[config.mk]
export PLATFORM = sky130hd
export DESIGN_NAME = rra_refresh_sched
export DESIGN_NICKNAME = d
export VERILOG_FILES = /design/src/rtl/rra_pkg.sv /design/src/rtl/rra_row_store.sv /design/src/rtl/rra_pend_fifo.sv /design/src/rtl/rra_refresh_sched.sv
export SDC_FILE = /design/constraint.sdc
export NUM_CORES = 1
export LEC_CHECK = 0
export CAP_MARGIN = 20
export CELL_PAD_IN_SITES_DETAIL_PLACEMENT = 2
export CELL_PAD_IN_SITES_GLOBAL_PLACEMENT = 2
export CORE_UTILIZATION = 43
export CTS_CLUSTER_DIAMETER = 200
export DETAILED_ROUTE_END_ITERATION = 16
export DONT_BUFFER_PORTS = 1
export PLACE_DENSITY = 0.83
export SYNTH_ARGS = -nofsm -noshare
export SYNTH_HDL_FRONTEND = slang
export SYNTH_HIERARCHICAL = 1
export SYNTH_SLANG_ARGS = --single-unit
export TNS_END_PERCENT = 100
[constraint.sdc]
create_clock -name clk -period 5.2 [get_ports clk]
set_clock_uncertainty 0.15 [all_clocks]
set_input_delay 0.52 -clock clk [delete_from_list [all_inputs] [get_ports clk]]
set_output_delay 0.52 -clock clk [all_outputs]
set_load 0.01 [all_outputs]
[src/rtl/rra_pkg.sv]
package rra_pkg;
  localparam int CNT_W = 4;
  typedef logic [CNT_W-1:0] cnt_t;

  // expiry: counter has one tick or less left
  function automatic logic is_due(input cnt_t c);
    return (c <= cnt_t'(1));
  endfunction

  // value written back to a visited row
  function automatic cnt_t next_count(input cnt_t c, input cnt_t thr);
    return is_due(c) ? thr : cnt_t'(c - cnt_t'(1));
  endfunction

  function automatic logic is_top_bin(input cnt_t thr);
    return (thr == '1);
  endfunction
endpackage

[src/rtl/rra_row_store.sv]
module rra_row_store
  import rra_pkg::*;
#(
  parameter int ROWS  = 16,
  parameter int ROW_W = $clog2(ROWS)
) (
  input  logic             clk,
  input  logic             rst_n,
  input  logic [ROW_W-1:0] vis_row,
  output cnt_t             vis_cnt,
  output cnt_t             vis_thr,
  output logic [1:0]       vis_ph,
  input  logic             sw_we,
  input  cnt_t             sw_cnt,
  input  logic             ph_we,
  input  logic             acc_we,
  input  logic [ROW_W-1:0] acc_row,
  input  logic             thr_we,
  input  logic [ROW_W-1:0] thr_row,
  input  cnt_t             thr_val
);
  cnt_t       cnt_q [ROWS];
  cnt_t       thr_q [ROWS];
  logic [1:0] ph_q  [ROWS];

  assign vis_cnt = cnt_q[vis_row];
  assign vis_thr = thr_q[vis_row];
  assign vis_ph  = ph_q[vis_row];

  // later writes take priority: sweep < access < threshold load
  always_ff @(posedge clk or negedge rst_n) begin
    if (!rst_n) begin
      for (int i = 0; i < ROWS; i++) begin
        cnt_q[i] <= '0;
        thr_q[i] <= '0;
        ph_q[i]  <= '0;
      end
    end else begin
      if (sw_we)  cnt_q[vis_row] <= sw_cnt;
      if (ph_we)  ph_q[vis_row]  <= vis_ph + 2'd1;
      if (acc_we) cnt_q[acc_row] <= thr_q[acc_row];
      if (thr_we) begin
        thr_q[thr_row] <= thr_val;
        cnt_q[thr_row] <= thr_val;
      end
    end
  end

  p_thr_load_r2: assert property (@(posedge clk) disable iff (!rst_n)
    thr_we |=> (thr_q[$past(thr_row)] == $past(thr_val)) &&
               (cnt_q[$past(thr_row)] == $past(thr_val)));
endmodule

[src/rtl/rra_pend_fifo.sv]
module rra_pend_fifo #(
  parameter int DEPTH = 4,
  parameter int W     = 4,
  localparam int PW   = (DEPTH > 1) ? $clog2(DEPTH) : 1,
  localparam int CW   = $clog2(DEPTH + 1)
) (
  input  logic         clk,
  input  logic         rst_n,
  input  logic         push,
  input  logic [W-1:0] din,
  input  logic         pop,
  output logic [W-1:0] head,
  output logic         empty,
  output logic         full
);
  logic [W-1:0]  mem_q [DEPTH];
  logic [PW-1:0] rd_q, wr_q;
  logic [CW-1:0] cnt_q;

  function automatic logic [PW-1:0] wrap_inc(input logic [PW-1:0] p);
    return (p == PW'(DEPTH - 1)) ? '0 : PW'(p + PW'(1));
  endfunction

  assign empty = (cnt_q == '0);
  assign full  = (cnt_q == CW'(DEPTH));
  assign head  = mem_q[rd_q];

  always_ff @(posedge clk or negedge rst_n) begin
    if (!rst_n) begin
      rd_q  <= '0;
      wr_q  <= '0;
      cnt_q <= '0;
      for (int i = 0; i < DEPTH; i++) mem_q[i] <= '0;
    end else begin
      if (push) begin
        mem_q[wr_q] <= din;
        wr_q        <= wrap_inc(wr_q);
      end
      if (pop) rd_q <= wrap_inc(rd_q);
      cnt_q <= cnt_q + CW'(push) - CW'(pop);
    end
  end

  p_no_overflow_r8: assert property (@(posedge clk) disable iff (!rst_n)
    push |-> !full);
  p_no_underflow_r6: assert property (@(posedge clk) disable iff (!rst_n)
    pop |-> !empty);
  p_head_hold_r6: assert property (@(posedge clk) disable iff (!rst_n)
    (!empty && !pop) |=> $stable(head));
endmodule

[src/rtl/rra_refresh_sched.sv]
module rra_refresh_sched
  import rra_pkg::*;
#(
  parameter int ROWS   = 16,
  parameter int QDEPTH = 4,
  localparam int ROW_W = $clog2(ROWS)
) (
  input  logic             clk,
  input  logic             rst_n,
  input  logic             tick,
  input  logic             skip_en,
  input  logic             thr_load,
  input  logic [ROW_W-1:0] thr_row,
  input  logic [CNT_W-1:0] thr_val,
  input  logic             acc_valid,
  input  logic [ROW_W-1:0] acc_row,
  input  logic             banks_idle,
  output logic             rfsh_req,
  output logic [ROW_W-1:0] rfsh_row,
  input  logic             rfsh_ack
);
  logic             busy_q;
  logic [ROW_W-1:0] idx_q;
  cnt_t             vis_cnt, vis_thr;
  logic [1:0]       vis_ph;

  // named internal events
  logic visit_evt, collide_evt, due_evt, gated_evt, issue_evt;
  logic push_evt, consume_evt, pop_evt, sw_we, ph_we;
  logic q_empty, q_full;

  assign visit_evt   = busy_q;
  assign collide_evt = visit_evt && acc_valid && (acc_row == idx_q);
  assign due_evt     = visit_evt && !collide_evt && is_due(vis_cnt);
  assign gated_evt   = skip_en && is_top_bin(vis_thr);
  assign issue_evt   = !gated_evt || (vis_ph == 2'd0);
  assign push_evt    = due_evt && issue_evt && !q_full;
  assign consume_evt = due_evt && (!issue_evt || !q_full);
  assign sw_we       = visit_evt && !collide_evt && (!due_evt || consume_evt);
  assign ph_we       = consume_evt && gated_evt;

  assign rfsh_req = !q_empty && banks_idle;
  assign pop_evt  = rfsh_req && rfsh_ack;

  always_ff @(posedge clk or negedge rst_n) begin
    if (!rst_n) begin
      busy_q <= 1'b0;
      idx_q  <= '0;
    end else if (busy_q) begin
      idx_q <= ROW_W'(idx_q + ROW_W'(1));
      if (idx_q == ROW_W'(ROWS - 1)) busy_q <= 1'b0;
    end else if (tick) begin
      busy_q <= 1'b1;
      idx_q  <= '0;
    end
  end

  rra_row_store #(.ROWS(ROWS), .ROW_W(ROW_W)) u_store (
    .clk     (clk),
    .rst_n   (rst_n),
    .vis_row (idx_q),
    .vis_cnt (vis_cnt),
    .vis_thr (vis_thr),
    .vis_ph  (vis_ph),
    .sw_we   (sw_we),
    .sw_cnt  (next_count(vis_cnt, vis_thr)),
    .ph_we   (ph_we),
    .acc_we  (acc_valid),
    .acc_row (acc_row),
    .thr_we  (thr_load),
    .thr_row (thr_row),
    .thr_val (thr_val)
  );

  rra_pend_fifo #(.DEPTH(QDEPTH), .W(ROW_W)) u_fifo (
    .clk   (clk),
    .rst_n (rst_n),
    .push  (push_evt),
    .din   (idx_q),
    .pop   (pop_evt),
    .head  (rfsh_row),
    .empty (q_empty),
    .full  (q_full)
  );

  p_idle_gate_r6: assert property (@(posedge clk) disable iff (!rst_n)
    rfsh_req |-> banks_idle);
  p_req_hold_r6: assert property (@(posedge clk) disable iff (!rst_n)
    (rfsh_req && !rfsh_ack) |=> $stable(rfsh_row));
  p_collide_r5: assert property (@(posedge clk) disable iff (!rst_n)
    collide_evt |-> !push_evt && !sw_we);
  p_push_in_sweep_r3: assert property (@(posedge clk) disable iff (!rst_n)
    push_evt |-> busy_q);
  p_skip_phase_r7: assert property (@(posedge clk) disable iff (!rst_n)
    (push_evt && skip_en && is_top_bin(vis_thr)) |-> (vis_ph == 2'd0));
  p_full_hold_r8: assert property (@(posedge clk) disable iff (!rst_n)
    (due_evt && issue_evt && q_full) |-> !sw_we && !ph_we);
  p_reset_quiet_r1: assert property (@(posedge clk)
    !rst_n |=> !rfsh_req);
endmodule

==> flow_summary_export.csv <==
group,metric,value,unit
setup_path,worstSetupEndpointType,"flop",
synth,async_flop_share,100,%
clock_network,cts_tree,"built",
setup_path,cp_data_required_time,5.36,ns
setup_path,slowest_stage,"dfrtp_2",
timing,setup_viol,0,
synth,ys_seq_elements,188,
clock_network,clock_sinks,188,
timing,final.min_clock_period,4.81,ns
global_routing,grt_pass1_vias,9568,
global_routing,grt.total_usage,33.9,%
clock_network,clock_latency,0.46,ns
global_routing,antenna_found_initial,1,
die,core,0.0235,sq mm
drt,ant_nets,0,
global_routing,grt-ovfl-total,0,
global_routing,grt_first_pass_wirelength,60.2,mm
place,gp_congestion,0.918,
synth,ys_warn_count,6,
status,status,"finished clean",
drt,post-route-drc-count,0,
timing,period_share,92.5,%
drt,dr.first_iter.drc_count,753,
finish,final_common_cell,"nand2_1",
finish,syn2layout_area_growth,8.94,%
synth,synth-edff-count,0,
setup_path,slowest_delay,0.80,ns
synth,synth.avg_cell_area,10.2,sq um
place,hpwl,25.8,mm
timing,max_freq,208,MHz
drt,wire_per_inst,30.8,microns
place,port_buffers,0,
die,rows,56,
finish,antenna_cells,0,
die,die_width,157,microns
clock_network,cts_buffers,17,
timing,rsz0062_at_grt,"no",
clock_network,clk_pin_slew,0.08,ns
pwr,power.total,0.00789,W
pwr,peakVddDrop,0.336,mV
timing,tightestPinTransition,1.09,ns
finish,layout_common_cells,"nand2_1, dfrtp_1, o21ai_0",
finish,n_fill_cell,2399,
timing,drv_slew,0,
setup_path,crit_arrival,4.98,ns
drt,drt-total-wl,40.8,mm
synth,synthDistinctLibCells,46,
synth,synth_cells,1009,
finish,final_layout_size_suffix_gt1_share,16.8,%
clock_network,root_buffer,"clkbuf_16",
drt,viasPerCell,6.68,
setup_path,critPathLaunchType,"flop",
flow_run,max_cap_viol_count,0,
timing,slew_headroom,27.1,%
synth,syn-num-nets,1040,
clock_network,htree_levels,4,
setup_path,critPathMostFrequentCell,"mux4_2",
timing,finalSetupTns,0,ns
synth,synthesis.area,0.0103,sq mm
pwr,p_leak,5.11,nW
clock_network,post-cts-setup-buffer-count,0,
drt,dr_total_vias,8842,
die,fp.dieH,157,microns
setup_path,critical_path_class,"reg2reg",
die,io_pins,25,
finish,fin_util,47.9,%
synth,synthFlopType,"dfrtp_1",
global_routing,grt_max_degree,189,
setup_path,crit_path_cell_trace,"buf_4 > mux4_2 > mux4_2 > ha_1 > o21ai_2 > nor2_1 > a21oi_1 > and3_2 > nand2_1 > a211oi_1 > o31ai_1",
die,start_util,44.0,%
timing,finalHoldViolations,0,
setup_path,crit_fanout,20,
clock_network,clk_path_buf_depth,2,
finish,final_nets,1022,
die,die_area,0.0246,sq mm
pwr,powerDensity,702,mW/mm^2
hold_path,hp-class,"in2reg",
drt,first_pass_iters,5,
synth,synth_seq_area_share,45.6,%
## registers in the layout (all words and copies together) (netlist names)
signal	flops
u_store/thr_q	64
u_store/cnt_q	64
u_fifo/mem_q	16
busy_q	1
u_fifo/wr_q	2
idx_q	4
u_fifo/rd_q	2
u_store/ph_q	32
u_fifo/cnt_q	3
## logic make-up (layout without fill, tap and decap cells)
group / count (synthesis) / after routing / share of synthesized area, %
and+or+nand+nor: 415 / 415 / 18.4
muxes: 109 / 109 / 17.9
AOI/OAI and AO/OA: 208 / 208 / 12.8
adders and majority gates: 11 / 11 / 1.41
xor gates and xnor gates: 11 / 11 / 1.08
buffers and inverters: 67 / 62 / 2.84
DFF: 188 / 188 / 45.6
## final cells by class
type	count	area [sq um]	share of cell area (%)
Tap cell	319	399	3.55
Inverter	9	33.8	0.301
Clock buffer	17	425	3.78
Sequential cell	188	4710	41.9
Timing Repair Buffer	21	180	1.60
Multi-Input combinational cell	754	5330	47.4
Clock inverter	15	165	1.47
## path summary, 6_finish.rpt
check / start / to / slack (ns) / cells past startpoint
min in group asynchronous: rst_n / u_fifo/mem_q[15] / 0.55 / 2
max in group asynchronous: rst_n / idx_q[1] / 3.39 / 2
worst max-delay path: idx_q[0] / u_store/cnt_q[32] / 0.39 / 11
worst min register to register: u_store/ph_q[2] / u_store/ph_q[2] / 0.36 / 1
worst max register to register: idx_q[0] / u_store/cnt_q[32] / 0.39 / 11
worst min-delay path: tick / idx_q[2] / 0.02 / 1
## worst max-delay path, delay by kind of cell, from the launching register on
kind | cells | cell delay (ns)
AOI/OAI and AO/OA | 4 | 1.26
adders and majority gates | 1 | 0.25
buffers and inverters | 1 | 0.44
DFF | 1 | 0.80
muxes | 2 | 0.91
and+or+nand+nor | 3 | 0.85
## Yosys cell counts (all sizes together) (5+ instances only)
cell type / instances / share of area [%]
a211oi: 64 / 4.7
a21oi: 5 / 0.24
and3: 68 / 4.1
buf: 14 / 0.91
clkbuf: 44 / 1.6
dfrtp: 188 / 46
ha: 10 / 1.2
inv: 9 / 0.33
mux2: 50 / 5.5
mux2i: 7 / 0.99
mux4: 52 / 11
nand2: 205 / 7.5
nand2b: 8 / 0.49
nand3: 11 / 0.53
nand3b: 6 / 0.44
nor2: 76 / 2.8
nor2b: 5 / 0.30
nor3: 13 / 0.63
nor3b: 5 / 0.36
o21ai: 102 / 5.0
o31ai: 32 / 2.3
xnor2: 5 / 0.42
xor2: 6 / 0.65
## stage by stage
stage	std cells	cell area, sq um	setup WS [ns]	hold WS (ns)
2_1_floorplan	1009	10300	0.964	0.0744
3_3_place_gp	1289	10600	0.579	0.0799
3_5_place_dp	1289	10600	0.271	0.0796
4_1_cts	1322	11200	0.183	0.00762
5_1_grt	1323	11200	0.117	0.0167
6_report	1323	11200	0.389	0.0248
## layer usage
layer  GRT usage, %  vias to the layer above  wire length (microns)
met3           7.19                      134                   2990
met4           17.0                        0                   2240
li1               -                     3636                      -
met2           55.7                      444                  19400
met5              0                        -                      0
met1           42.1                     4628                  16200
## power breakdown
group / internal [W] / switching, W / total (W) / leakage, nW
registers: 0.00193 / 0.000598 / 0.00253 / 2.38
logic: 0.00159 / 0.00242 / 0.00401 / 2.44
clock network: 0.000651 / 0.000708 / 0.00136 / 0.288
## what timing repair did
item                       CTS  global route
hold endpoints to repair   188             1
resized for setup            0             3
hold buffers                 1             1
setup endpoints to repair    0            22
(Power assumes the default switching activity.)
